## src/rtl/edge_wait_pkg.sv

```systemverilog
package edge_wait_pkg;

    // Polarity encoding shared by the unit and its edge evaluator
    typedef enum logic {
        EDGE_FALL = 1'b0,
        EDGE_RISE = 1'b1
    } edge_pol_e;

endpackage

```

## src/rtl/ewu_src_mux.sv

```systemverilog
// Selects one line out of the combined pin / event space.
module ewu_src_mux #(
    parameter int NPIN  = 32,
    parameter int NEVT  = 8,
    parameter int IDX_W = 6
) (
    input  logic [NPIN-1:0]  pin_i,
    input  logic [NEVT-1:0]  evt_i,
    input  logic [IDX_W-1:0] idx_i,
    output logic             sel_o
);
    localparam int NSRC = NPIN + NEVT;
    localparam int SPAN = 1 << IDX_W;

    logic [SPAN-1:0] space;

    for (genvar g = 0; g < SPAN; g++) begin : g_space
        if (g < NPIN) begin : g_pin
            assign space[g] = pin_i[g];
        end else if (g < NSRC) begin : g_evt
            assign space[g] = evt_i[g-NPIN];
        end else begin : g_none
            assign space[g] = 1'b0;
        end
    end

    assign sel_o = space[idx_i];

endmodule

```

## src/rtl/ewu_edge_eval.sv

```systemverilog
// Decides whether the step from prev to cur is the requested transition.
module ewu_edge_eval
    import edge_wait_pkg::*;
(
    input  logic      prev_i,
    input  logic      cur_i,
    input  edge_pol_e pol_i,
    output logic      hit_o
);
    always_comb begin
        unique case (pol_i)
            EDGE_RISE: hit_o = ~prev_i &  cur_i;
            default:   hit_o =  prev_i & ~cur_i;
        endcase
    end
endmodule

```

## src/rtl/edge_wait_unit.sv

```systemverilog
module edge_wait_unit
    import edge_wait_pkg::*;
#(
    parameter int NPIN  = 32,
    parameter int NEVT  = 8,
    parameter int NSRC  = NPIN + NEVT,
    parameter int IDX_W = (NSRC > 1) ? $clog2(NSRC) : 1
) (
    input  logic             clk,
    input  logic             rst_n,
    input  logic [NPIN-1:0]  pin_i,
    input  logic [NEVT-1:0]  evt_i,
    input  logic             start_i,
    input  logic             use_imm_i,
    input  logic [IDX_W-1:0] reg_idx_i,
    input  logic [IDX_W-1:0] imm_idx_i,
    input  logic             rise_i,
    output logic             stall_o,
    output logic             done_o
);
    typedef struct packed {
        logic             busy;
        logic             done;
        edge_pol_e        pol;
        logic             prev;
        logic [IDX_W-1:0] src;
    } wait_state_t;

    wait_state_t st_d, st_q;

    logic [IDX_W-1:0] req_idx;
    logic             req_lvl;
    logic             cur_lvl;
    logic             hit;

    assign req_idx = use_imm_i ? imm_idx_i : reg_idx_i;

    // Level of the requested source, used to seed the compare at start
    ewu_src_mux #(.NPIN(NPIN), .NEVT(NEVT), .IDX_W(IDX_W)) u_req_mux (
        .pin_i (pin_i),
        .evt_i (evt_i),
        .idx_i (req_idx),
        .sel_o (req_lvl)
    );

    // Level of the latched source during the wait
    ewu_src_mux #(.NPIN(NPIN), .NEVT(NEVT), .IDX_W(IDX_W)) u_cur_mux (
        .pin_i (pin_i),
        .evt_i (evt_i),
        .idx_i (st_q.src),
        .sel_o (cur_lvl)
    );

    ewu_edge_eval u_eval (
        .prev_i (st_q.prev),
        .cur_i  (cur_lvl),
        .pol_i  (st_q.pol),
        .hit_o  (hit)
    );

    always_comb begin
        st_d      = st_q;
        st_d.done = 1'b0;
        if (!st_q.busy) begin
            if (start_i) begin
                st_d.busy = 1'b1;
                st_d.src  = req_idx;
                st_d.pol  = rise_i ? EDGE_RISE : EDGE_FALL;
                st_d.prev = req_lvl;
            end
        end else if (hit) begin
            st_d.busy = 1'b0;
            st_d.done = 1'b1;
        end else begin
            st_d.prev = cur_lvl;
        end
    end

    always_ff @(posedge clk or negedge rst_n) begin
        if (!rst_n) begin
            st_q <= '0;
        end else begin
            st_q <= st_d;
        end
    end

    assign stall_o = st_q.busy;
    assign done_o  = st_q.done;

    // an accepted start raises the stall
    a_r2_start_stalls: assert property (@(posedge clk) disable iff (!rst_n)
        (!stall_o && start_i) |=> stall_o);

    // a detected transition releases the stall with a done pulse
    a_r7_hit_releases: assert property (@(posedge clk) disable iff (!rst_n)
        (stall_o && hit) |=> (!stall_o && done_o));

    // the done pulse lasts one clock
    a_r7_done_single: assert property (@(posedge clk) disable iff (!rst_n)
        done_o |=> !done_o);

    // done only accompanies the falling stall
    a_r9_done_on_release: assert property (@(posedge clk) disable iff (!rst_n)
        done_o |-> $fell(stall_o));

    // without a transition the wait continues
    a_r6_hold_no_hit: assert property (@(posedge clk) disable iff (!rst_n)
        (stall_o && !hit) |=> stall_o);

    // the latched source does not move during a wait
    a_r8_src_held: assert property (@(posedge clk) disable iff (!rst_n)
        (stall_o && $past(stall_o)) |-> ($stable(st_q.src) && $stable(st_q.pol)));

endmodule

```

## config.mk

```make
export PLATFORM = sky130hd
export DESIGN_NAME = edge_wait_unit
export DESIGN_NICKNAME = d
export VERILOG_FILES = /design/src/rtl/edge_wait_pkg.sv /design/src/rtl/ewu_src_mux.sv /design/src/rtl/ewu_edge_eval.sv /design/src/rtl/edge_wait_unit.sv
export SDC_FILE = /design/constraint.sdc
export NUM_CORES = 1
export LEC_CHECK = 0
export ABC_AREA = 1
export CAP_MARGIN = 20
export CORE_MARGIN = 2
export CORE_UTILIZATION = 69
export DETAILED_ROUTE_END_ITERATION = 10
export DONT_BUFFER_PORTS = 1
export PLACE_DENSITY = 0.85
export SLEW_MARGIN = 10
export SYNTH_ARGS = -nofsm -noshare
export SYNTH_HDL_FRONTEND = slang
export SYNTH_SLANG_ARGS = --single-unit
```

## constraint.sdc

```tcl
create_clock -name clk -period 2.4 [get_ports clk]
set_input_delay 0.12 -clock clk [delete_from_list [all_inputs] [get_ports clk]]
set_output_delay 0.12 -clock clk [all_outputs]
set_load 0.02 [all_outputs]
```

==> qor.yml <==
grt_usage_pct: 32.2
hp-class: "input pin to flip-flop"
h-tree-depth: 1
vdd_drop_max_mv: 0.766
p_sw_uw: 645
max-clock-path-buffers: 2
start_util_pct: 72.9
layout.nets: 316
cell_internal_pwr_uw: 623
wl_per_cell_um: 12.9
ys_types: 24
grt_setup_unrepaired: "no"
numCtsBuffers: 3
clk_latency_ps: 260
wl_mm: 3.69
cts_tree: "built"
clkTransAtPathRegs_ps: 60
die_w_um: 49.5
hold_violations: 0
cap_violations: 0
post-cts-setup-buffer-count: 0
n_fill_cell: 188
syn-cell-area_mm2: 0.00143
yosysSeqAreaShare_pct: 17.5
core_area_mm2: 0.00196
overflow: 0
antenna_found_initial: 0
n_antenna_cell: 0
cp_max_fo: 14
final_area_mm2: 0.00146
cp-start-kind: "flip-flop"
combPwrFrac_pct: 58.7
slew_headroom_pct: 70.3
worst_path_max_delay_cell: "dfrtp_1"
synth_top_cells_by_area: "nand2_1 24%, nand3_1 20%, dfrtp_1 17%, inv_1 7.1%, nor2_1 5.5%"
cpPeakStageDelay_ps: 590
worst-setup-path-type: "flip-flop to flip-flop"
synth_nets: 317
rr_worst_depth: 13
drt_iter0_markers: 56
ctsResizeCount: 0
grt_pass1_wl_mm: 6.34
setup_violations: 0
detail-route-antenna-nets: 0
cp_cell_sequence: "inv_1, nor2_1, o21ai_1, o211ai_1, nand3_1, nand2_1, nand2_1, nand2_1, nand2_1, nand3_2, nand2_1, nand2_1, nand2_1"
worst_slew_pin_slew_ps: 444
end_kind: "flip-flop"
min_delay_path_depth: 4
worst_path_most_repeated_cell: "nand2_1"
cp.required_ps: 2550
netlist.area_leader.share_pct: 24.4
fin_crit_sh_pct: 76.6
path_depth: 13
crit_arrival_ps: 1990
ys_ff_latch: 10
swShare_pct: 50.8
port_buffers: 0
skew_ps: 1.81
gp_congestion: 0.907
synth_area_per_cell_um2: 5.50
clock-sinks: 10
die_y_um: 49.5
seq_power_share_pct: 29.6
placed_cell_area_mm2: 0.00140
p_per_area_mw_per_mm2: 869
p_leak_nw: 0.754
fmax_ghz: 0.544
avgViaCountPerCell: 5.72
post-dp-hpwl_mm: 2.81
hold_buffers: 2
die-area_mm2: 0.00245
synthCells: 260
drive_gt1_share_pct: 6.98
cp.buffers_inverters: 1
fin_crit_ps: 1840
drc: 0
yosysTopAreaCell: "nand2_1"
outcome: "complete, no violations"
pwr-share-clk_pct: 11.6
rows: 16
grt_pass1_vias: 1517
timing.setup.tns_ps: 0
area_delta_synth_final_pct: 2.01
ys_warn_count: 0
grt_max_degree: 22
io_pins: 59
cpLargestDelayFamily: "simple AND/OR/NAND/NOR gates"
num_vias: 1630
clock-root-buffer: "clkbuf_4"
drt-pass1-iter-count: 4
drv_slew: 0
## power groups by stage
| stage | registers, mW | logic, mW | clock network, mW |
|---|---|---|---|
| final | 0.376 | 0.745 | 0.147 |
| after global routing | 0.390 | 0.876 | 0.162 |
| after CTS | 0.371 | 0.744 | 0.150 |
| after detailed placement | 0.373 | 0.731 | 0 |
| after global placement | 0.371 | 0.725 | 0 |
| after floorplan | 0.319 | 0.676 | 0 |
## cell families after synthesis
| kind of cell | after synthesis | share of synthesized area (%) |
|---|---|---|
| AOI/OAI and AO/OA | 29 | 12.2 |
| buffers and inverters | 40 | 14.0 |
| DFF | 10 | 17.5 |
| and+or+nand+nor | 181 | 56.3 |
## sequential cells by signal (all words and copies together), names as in the netlist
register  flops
stall_o       1
st_q          8
done_o        1
## cells in the mapped netlist (all sizes together)
cell type	number
buf	10
nand4	1
clkbuf	1
nor3	1
nand2	98
dfrtp	10
nor2	21
a21oi	4
o21ai	21
inv	29
nand3	59
o211ai	4
or2	1
## cell type report
class                           instances  area [um^2]  share of cell area, %
Clock buffer                            4         36.3                   2.49
Inverter                               29          116                   7.98
Multi-Input combinational cell        210          980                   67.2
Sequential cell                        10          250                   17.2
Tap cell                               27         33.8                   2.32
Timing Repair Buffer                    5         42.5                   2.92
## per-layer routing
metal  track usage (%)  share of wire, %  vias up
li1                  -                 -      836
met1              43.5                41      696
met2              53.3                48       92
met3              3.94                10        6
met4              10.6              0.92        0
met5                 0                 0        -
## tightest hold or removal path, stage by stage
cell and delay [ps]:
nor2_1 20, inv_1 60, nand2_1 70, inv_1 60
## placed cells by master, fill, tap and decap left out
cell type / instances
dfrtp_1: 10
o21ai_4: 1
buf_4: 3
clkbuf_4: 3
nand2_1: 93
inv_2: 1
clkbuf_8: 1
dlygate4sd3_1: 2
o21ai_0: 11
o21ai_1: 7
nor3_1: 1
nor2_1: 21
or2_1: 1
nand3_1: 58
inv_8: 1
nand2_2: 1
o211ai_1: 4
o21ai_2: 2
nand2_8: 1
nand4_1: 1
nand3_2: 1
inv_1: 27
a21oi_1: 4
nand2_4: 3
## final timing paths
check / start / to / slack (ps)
max: st_q[1] / st_q[6] / 560
min: start_i / stall_o / 110
max reg2reg: st_q[1] / st_q[6] / 560
min reg2reg: st_q[6] / st_q[6] / 490
max in group asynchronous: rst_n / st_q[6] / 1860
min in group asynchronous: rst_n / st_q[2] / 240
## per-stage QoR
step	cells	hold slack [ps]	worst slack [ps]	total power [mW]	util [%]
after floorplan	260	-176	920	0.995	-
after CTS	285	103	581	1.26	74.4
after detailed placement	279	-175	601	1.10	71.5
final	285	106	562	1.27	74.4
after global placement	279	-175	621	1.10	71.5
after global routing	285	136	285	1.43	74.4
Power figures use the tool's default switching activity.
